File: config.mk
export PLATFORM = sky130hd
export DESIGN_NAME = qspi_queue_master
export DESIGN_NICKNAME = d
export VERILOG_FILES = /design/src/rtl/qspi_pkg.sv /design/src/rtl/qspi_regfile.sv /design/src/rtl/qspi_baud.sv /design/src/rtl/qspi_shift.sv /design/src/rtl/qspi_queue_master.sv
export SDC_FILE = /design/constraint.sdc
export NUM_CORES = 1
export LEC_CHECK = 0
export ABC_AREA = 0
export CORE_MARGIN = 3
export CORE_UTILIZATION = 30
export CTS_BUF_LIST = sky130_fd_sc_hd__clkbuf_8
export DETAILED_ROUTE_END_ITERATION = 10
export PLACE_DENSITY_LB_ADDON = 0.05
export SETUP_SLACK_MARGIN = 0.3
export SLEW_MARGIN = 0
export SYNTH_ARGS = -nofsm -noshare
export SYNTH_HDL_FRONTEND = slang
export SYNTH_SLANG_ARGS = --single-unit
File: constraint.sdc
create_clock -name clk -period 5.7 [get_ports clk]
set_input_delay 1.71 -clock clk [delete_from_list [all_inputs] [get_ports clk]]
set_output_delay 1.71 -clock clk [all_outputs]
set_load 0.1 [all_outputs]
File: src/rtl/qspi_pkg.sv
package qspi_pkg;
  // register select, taken from bus_addr[4:2]
  localparam logic [2:0] REG_MODE = 3'd0;
  localparam logic [2:0] REG_GO   = 3'd1;
  localparam logic [2:0] REG_WRAP = 3'd2;
  localparam logic [2:0] REG_INT  = 3'd3;
  localparam logic [2:0] REG_ADDR = 3'd4;
  localparam logic [2:0] REG_DATA = 3'd5;

  // store windows, taken from the top two bits of the store address
  localparam logic [1:0] WIN_TX  = 2'd0;
  localparam logic [1:0] WIN_RX  = 2'd1;
  localparam logic [1:0] WIN_CMD = 2'd2;

  typedef enum logic [1:0] {
    SQ_IDLE,
    SQ_LOAD,
    SQ_SHIFT
  } seq_state_t;
endpackage

File: src/rtl/qspi_regfile.sv
module qspi_regfile #(
  parameter int W     = 16,
  parameter int DEPTH = 16,
  parameter int NRD   = 2,
  localparam int AW   = $clog2(DEPTH)
) (
  input  logic                    clk,
  input  logic                    rst_n,
  input  logic                    we,
  input  logic [AW-1:0]           waddr,
  input  logic [W-1:0]            wdata,
  input  logic [NRD-1:0][AW-1:0]  raddr,
  output logic [NRD-1:0][W-1:0]   rdata
);
  logic [W-1:0] mem_q [DEPTH];

  always_ff @(posedge clk or negedge rst_n) begin
    if (!rst_n) begin
      for (int i = 0; i < DEPTH; i++) mem_q[i] <= '0;
    end else if (we) begin
      mem_q[waddr] <= wdata;
    end
  end

  for (genvar p = 0; p < NRD; p++) begin : g_rd
    assign rdata[p] = mem_q[raddr[p]];
  end
endmodule

File: src/rtl/qspi_baud.sv
module qspi_baud #(
  parameter int DIV_W = 8
) (
  input  logic             clk,
  input  logic             rst_n,
  input  logic             clr,
  input  logic [DIV_W-1:0] div,
  output logic             tick
);
  logic [DIV_W-1:0] cnt_q;

  assign tick = !clr && (cnt_q == div - DIV_W'(1));

  always_ff @(posedge clk or negedge rst_n) begin
    if (!rst_n)      cnt_q <= '0;
    else if (clr)    cnt_q <= '0;
    else if (tick)   cnt_q <= '0;
    else             cnt_q <= cnt_q + DIV_W'(1);
  end
endmodule

File: src/rtl/qspi_shift.sv
module qspi_shift #(
  parameter int W     = 16,
  localparam int LEN_W = $clog2(W + 1)
) (
  input  logic             clk,
  input  logic             rst_n,
  input  logic             go,
  input  logic             tick,
  input  logic [W-1:0]     tx_word,
  input  logic [LEN_W-1:0] nbits,
  input  logic             cpol,
  input  logic             cpha,
  input  logic             miso,
  output logic             active,
  output logic             sck,
  output logic             mosi,
  output logic             done,
  output logic [W-1:0]     rx_word
);
  logic             active_q, sck_q, mosi_q, done_q;
  logic [W-1:0]     tx_q, rx_q;
  logic [LEN_W:0]   edge_q;
  logic [W-1:0]     aligned;
  logic [LEN_W:0]   last_edge;

  assign aligned   = tx_word << (LEN_W'(W) - nbits);
  assign last_edge = {nbits, 1'b0} - (LEN_W+1)'(1);

  always_ff @(posedge clk or negedge rst_n) begin
    if (!rst_n) begin
      active_q <= 1'b0;
      sck_q    <= 1'b0;
      mosi_q   <= 1'b0;
      done_q   <= 1'b0;
      tx_q     <= '0;
      rx_q     <= '0;
      edge_q   <= '0;
    end else begin
      done_q <= 1'b0;
      if (go) begin
        active_q <= 1'b1;
        edge_q   <= '0;
        sck_q    <= cpol;
        rx_q     <= '0;
        if (!cpha) begin
          mosi_q <= aligned[W-1];
          tx_q   <= aligned << 1;
        end else begin
          tx_q   <= aligned;
        end
      end else if (active_q && tick) begin
        sck_q  <= ~sck_q;
        edge_q <= edge_q + (LEN_W+1)'(1);
        // even edge index = leading edge; sample on the edge matching cpha
        if (edge_q[0] == cpha) begin
          rx_q <= {rx_q[W-2:0], miso};
        end else begin
          mosi_q <= tx_q[W-1];
          tx_q   <= tx_q << 1;
        end
        if (edge_q == last_edge) begin
          active_q <= 1'b0;
          done_q   <= 1'b1;
        end
      end
    end
  end

  assign active  = active_q;
  assign sck     = active_q ? sck_q : cpol;
  assign mosi    = mosi_q;
  assign done    = done_q;
  assign rx_word = rx_q;
endmodule

File: src/rtl/qspi_queue_master.sv
module qspi_queue_master #(
  parameter int DATA_W = 16,
  parameter int QDEPTH = 16,
  parameter int DIV_W  = 8,
  localparam int PTR_W  = $clog2(QDEPTH),
  localparam int RAM_AW = PTR_W + 2,
  localparam int LEN_W  = $clog2(DATA_W + 1)
) (
  input  logic        clk,
  input  logic        rst_n,
  input  logic        bus_sel,
  input  logic        bus_wr,
  input  logic [4:0]  bus_addr,
  input  logic [15:0] bus_wdata,
  output logic [15:0] bus_rdata,
  output logic        sck,
  output logic        mosi,
  input  logic        miso,
  output logic        irq
);
  import qspi_pkg::*;

  logic [15:0]       mode_q;
  logic [PTR_W-1:0]  start_ptr_q, end_ptr_q, ptr_q;
  logic              int_en_q, flag_q, run_q;
  logic [RAM_AW-1:0] ram_addr_q;
  seq_state_t        state_q;

  logic [2:0]        reg_sel;
  logic              wr_any, mode_wr, go_req, go_ok, int_clr_wr, data_acc;
  logic [1:0]        win;
  logic [PTR_W-1:0]  win_idx;
  logic              tx_we, cmd_we, rx_we, flag_set;
  logic              sh_go, sh_tick, sh_active, sh_done;
  logic [DATA_W-1:0] sh_rx;
  logic [LEN_W-1:0]  word_len;
  logic [3:0]        len_code;
  logic [DIV_W-1:0]  cfg_div;
  logic [1:0][DATA_W-1:0] tx_rd, cmd_rd;
  logic [0:0][DATA_W-1:0] rx_rd;

  assign reg_sel    = bus_addr[4:2];
  assign wr_any     = bus_sel && bus_wr;
  assign mode_wr    = wr_any && (reg_sel == REG_MODE);
  assign go_req     = wr_any && (reg_sel == REG_GO) && bus_wdata[15];
  assign cfg_div    = mode_q[DIV_W-1:0];
  assign len_code   = mode_q[13:10];
  assign go_ok      = go_req && !run_q && mode_q[15] && (cfg_div != '0);
  assign int_clr_wr = wr_any && (reg_sel == REG_INT) && bus_wdata[0];
  assign data_acc   = bus_sel && (reg_sel == REG_DATA);
  assign win        = ram_addr_q[RAM_AW-1 -: 2];
  assign win_idx    = ram_addr_q[PTR_W-1:0];
  assign tx_we      = data_acc && bus_wr && (win == WIN_TX);
  assign cmd_we     = data_acc && bus_wr && (win == WIN_CMD);
  assign sh_go      = (state_q == SQ_LOAD);
  assign rx_we      = (state_q == SQ_SHIFT) && sh_done;
  assign flag_set   = rx_we && (ptr_q == end_ptr_q);

  // ---------------- stores: index 0 = bus port, index 1 = engine port
  qspi_regfile #(.W(DATA_W), .DEPTH(QDEPTH), .NRD(2)) u_tx (
    .clk, .rst_n, .we(tx_we), .waddr(win_idx), .wdata(bus_wdata[DATA_W-1:0]),
    .raddr({ptr_q, win_idx}), .rdata(tx_rd));
  qspi_regfile #(.W(DATA_W), .DEPTH(QDEPTH), .NRD(2)) u_cmd (
    .clk, .rst_n, .we(cmd_we), .waddr(win_idx), .wdata(bus_wdata[DATA_W-1:0]),
    .raddr({ptr_q, win_idx}), .rdata(cmd_rd));
  qspi_regfile #(.W(DATA_W), .DEPTH(QDEPTH), .NRD(1)) u_rx (
    .clk, .rst_n, .we(rx_we), .waddr(ptr_q), .wdata(sh_rx),
    .raddr(win_idx), .rdata(rx_rd));

  // ---------------- word length for the slot being loaded
  always_comb begin
    if (!cmd_rd[1][14])         word_len = LEN_W'(8);
    else if (len_code == 4'd0)  word_len = LEN_W'(DATA_W);
    else if (len_code < 4'd8)   word_len = LEN_W'(8);
    else                        word_len = LEN_W'(len_code);
  end

  qspi_baud #(.DIV_W(DIV_W)) u_baud (
    .clk, .rst_n, .clr(!sh_active), .div(cfg_div), .tick(sh_tick));

  qspi_shift #(.W(DATA_W)) u_shift (
    .clk, .rst_n, .go(sh_go), .tick(sh_tick), .tx_word(tx_rd[1]),
    .nbits(word_len), .cpol(mode_q[9]), .cpha(mode_q[8]), .miso,
    .active(sh_active), .sck, .mosi, .done(sh_done), .rx_word(sh_rx));

  // ---------------- registers and list sequencer
  always_ff @(posedge clk or negedge rst_n) begin
    if (!rst_n) begin
      mode_q      <= '0;
      start_ptr_q <= '0;
      end_ptr_q   <= '0;
      int_en_q    <= 1'b0;
      flag_q      <= 1'b0;
      run_q       <= 1'b0;
      ptr_q       <= '0;
      ram_addr_q  <= '0;
      state_q     <= SQ_IDLE;
    end else begin
      if (mode_wr && !run_q) mode_q <= bus_wdata;
      if (wr_any && reg_sel == REG_WRAP && !run_q) begin
        end_ptr_q   <= bus_wdata[8 +: PTR_W];
        start_ptr_q <= bus_wdata[PTR_W-1:0];
      end
      if (wr_any && reg_sel == REG_INT) int_en_q <= bus_wdata[8];
      if (flag_set)        flag_q <= 1'b1;
      else if (int_clr_wr) flag_q <= 1'b0;
      if (wr_any && reg_sel == REG_ADDR) ram_addr_q <= bus_wdata[RAM_AW-1:0];
      else if (data_acc)                 ram_addr_q <= ram_addr_q + RAM_AW'(1);

      unique case (state_q)
        SQ_IDLE: if (go_ok) begin
          run_q   <= 1'b1;
          ptr_q   <= start_ptr_q;
          state_q <= SQ_LOAD;
        end
        SQ_LOAD: state_q <= SQ_SHIFT;
        SQ_SHIFT: if (sh_done) begin
          if (ptr_q == end_ptr_q) begin
            run_q   <= 1'b0;
            state_q <= SQ_IDLE;
          end else begin
            ptr_q   <= ptr_q + PTR_W'(1);
            state_q <= SQ_LOAD;
          end
        end
        default: state_q <= SQ_IDLE;
      endcase
    end
  end

  // ---------------- read mux
  always_comb begin
    bus_rdata = '0;
    unique case (reg_sel)
      REG_MODE: bus_rdata = mode_q;
      REG_GO:   bus_rdata = {run_q, 15'd0};
      REG_WRAP: bus_rdata = (16'(end_ptr_q) << 8) | 16'(start_ptr_q);
      REG_INT:  bus_rdata = {7'd0, int_en_q, 7'd0, flag_q};
      REG_ADDR: bus_rdata = 16'(ram_addr_q);
      REG_DATA: begin
        unique case (win)
          WIN_TX:  bus_rdata = 16'(tx_rd[0]);
          WIN_RX:  bus_rdata = 16'(rx_rd[0]);
          WIN_CMD: bus_rdata = 16'(cmd_rd[0]);
          default: bus_rdata = '0;
        endcase
      end
      default:  bus_rdata = '0;
    endcase
  end

  assign irq = flag_q && int_en_q;

  logic unused_bits;
  assign unused_bits = ^{bus_addr[1:0], cmd_rd[1][DATA_W-1:15], cmd_rd[1][13:0]};
endmodule

==> impl_metrics.ini <==
[outcome]
outcome = finished, final reports clean

[sta]
skew_ns = 0.0448
setup_viol = 0
period_share_pct = 97.7
rsz0062_at_grt = true
worst_pin_slew_ns = 1.14
finalHoldViolCount = 0
min_period_ns = 5.57
max_freq_mhz = 180
drv_slew = 0
slew_headroom_pct = 23.6

[global_routing]
grt_usage_pct = 20.2
grt_pass1_vias = 29000
grt_start_max_net_pins = 120
gr-total-overflow = 0
grt_pass1_wl_um = 214000
antenna_found_initial = 9

[critical_path]
critPathTopFamily = multiplexers
critPathKind = flop to primary output
crit_chain = buf_8, buf_16, buf_4, buf_12, mux4_2, mux4_2, mux2i_4, o22ai_2, a22o_1, buf_12
cp_slowest_stage_delay_ns = 0.58
start_kind = flop
worst-path-buf-inv = 5
cp_slowest_cell = mux4_2
cp_data_arrival_time_ns = 3.86
crit_path_end_kind = primary output
crit_fanout = 6
crit_required_ns = 3.99

[cts]
cts_sinks = 857
worstSkewPairLatency_ns = 0.88
cts_tree = yes
clkSlewWorstSetupHoldPaths_ns = 0.06
clockRootBuffer = clkbuf_8
htreeDepth = 4
clockBufferDepth = 3
cts_buffers = 164
ctsHoldBuffers = 0

[floorplanning]
dieArea_um2 = 146000
io_pins = 45
die_w_um = 382
die_y_um = 382
core_um2 = 140000
start_util_pct = 30.4
num_rows = 137

[pwr]
power.leakage_uw = 0.0233
total_power_uw = 17100
power.density_nw_per_um2 = 336
vdd_drop_max_mv = 0.196

[routing]
drc = 0
vias = 27300
ant_nets = 0
dr.first_iter.drc_count = 1747
post_drt_wl_per_cell_um = 28.9
dr.pass1.iters = 5
drt-total-wl_um = 147000
avgViaCountPerCell = 5.35

[yosys]
synth_most_common_cell = dfrtp_1
synth_seq_area_share_pct = 50.5
netlist.area_leader.share_pct = 50.5
netlist_top_cells_area = dfrtp_1 (50%), mux2_2 (20%), mux4_2 (17%), clkbuf_1 (1.7%), mux2i_1 (1.1%)
synth.ff_latch_count = 857
synthDistinctLibCells = 67
netlist_area_um2 = 42500
ys_top_cells_by_count = dfrtp_1 (857), mux2_2 (752), mux4_2 (313), clkbuf_1 (192), nand2_1 (99)
syn_avg_cell_area_um2 = 14.6
syn_nets = 2944
yosys.area.top_type = dfrtp_1
ys.flop_type = dfrtp_1
async_flop_share_pct = 100
yosysWarnings = 0
netlist_instances = 2905
synth_edf_count = 0

[flow_run]
cap_violations = 0

[layout]
stdcell_count = 5102
drive_gt1_share_pct = 50.4
area_growth_pct = 19.4
nNetsFinal = 3138

[place]
place_inst = 4739
hpwlAfterDp_um = 91100
gp_congestion = 0.793
io_buffers = 42

[hold_path]
hp-class = flop to flop
repair_timing:
action,CTS,global route
pin swaps,14,6
resized for setup,81,20
gates cloned,9,2
setup endpoints to repair,16,16
setup buffers,30,29
through the flow:
| step | util [%] | hold WS [ns] | setup WS, ns | area, µm² | setup TNS, ns |
|---|---|---|---|---|---|
| final | 36.2 | 0.498 | 0.129 | 50800 | 0 |
| after global routing | 36.2 | 0.508 | -0.0404 | 50800 | -0.0404 |
| after CTS | 36.0 | 0.498 | 0.00640 | 50400 | 0 |
| after detailed placement | 32.9 | 0.486 | 0.241 | 46100 | 0 |
| after global placement | 32.9 | 0.475 | 0.212 | 46100 | 0 |
| after floorplan | - | 0.445 | 0.200 | 42500 | 0 |
worst register-to-register path: stages, from the launching register on:
cell and delay (ns):
dfrtp_4 0.61, and2_1 0.24, a22oi_1 0.46, nand3_1 0.52, nand2_1 0.26, inv_2 0.11
ha_1 0.26, nor4_1 0.62, nor2_1 0.39, a2111oi_0 0.67, a211oi_1 0.13, a211oi_1 0.29
power breakdown:
part / leakage [µW] / internal, µW / switching [µW]
Sequential: 0.0119 / 6430 / 414
Clock: 0.00190 / 3210 / 2790
Combinational: 0.00950 / 1920 / 2320
Total: 0.0233 / 11600 / 5520
final timing paths:
| check | startpoint | to | slack, ns | depth (start not counted) |
|---|---|---|---|---|
| min | u_shift.tx_q[2] | u_shift.tx_q[2] | 0.50 | 1 |
| min in group asynchronous | rst_n | u_rx.mem_q[235] | 0.92 | 1 |
| max | ram_addr_q[0] | bus_rdata[7] | 0.13 | 10 |
| min reg2reg | u_shift.tx_q[2] | u_shift.tx_q[2] | 0.50 | 1 |
| max reg2reg | ptr_q[0] | u_shift.tx_q[11] | 1.03 | 11 |
| max in group asynchronous | rst_n | u_shift.tx_q[13] | 3.43 | 2 |
state kept, by name (all words and copies together), names as in the netlist, 2 cells and up:
signal / cells
u_baud.cnt_q: 8
u_tx.mem_q: 256
u_shift.edge_q: 6
u_rx.mem_q: 256
ram_addr_q: 6
ptr_q: 4
start_ptr_q: 4
state_q: 2
mode_q: 16
end_ptr_q: 4
u_cmd.mem_q: 256
u_shift.tx_q: 16
u_shift.rx_word: 16
cell type report:
type	count	area (µm²)
multi-input cells	1769	20400
clock buffers	196	2700
diodes	3	7.51
repair buffers	273	3210
well taps	1876	2350
clock inverters	94	505
fillers	13300	89300
flip-flops and latches	857	21500
inverters	34	128
layout by cell type (no fill, tap or decap), types with 47 or more instances in the layout:
cell	count
nand3_1	47
nand2_1	95
nor2_1	57
clkbuf_8	196
o21ai_0	61
mux4_2	313
dfrtp_1	851
inv_1	97
mux2_2	752
buf_4	170
routing by layer:
| metal | vias up | wire (µm) | track usage, % |
|---|---|---|---|
| met4 | 2 | 3520 | 5.59 |
| met1 | 14900 | 67300 | 28.0 |
| met3 | 232 | 5910 | 3.35 |
| li1 | 11500 | - | - |
| met2 | 667 | 70500 | 32.7 |
| met5 | - | 13 | 0 |
cells by family after synthesis:
family | share of synthesized area [%]
fa+ha+maj | 0.383
buf+inv | 2.62
mux | 38.0
flops | 50.5
compound gates | 4.12
xor+xnor | 0.701
simple gates | 3.76
Note: power is estimated with default switching activity, not from simulation.
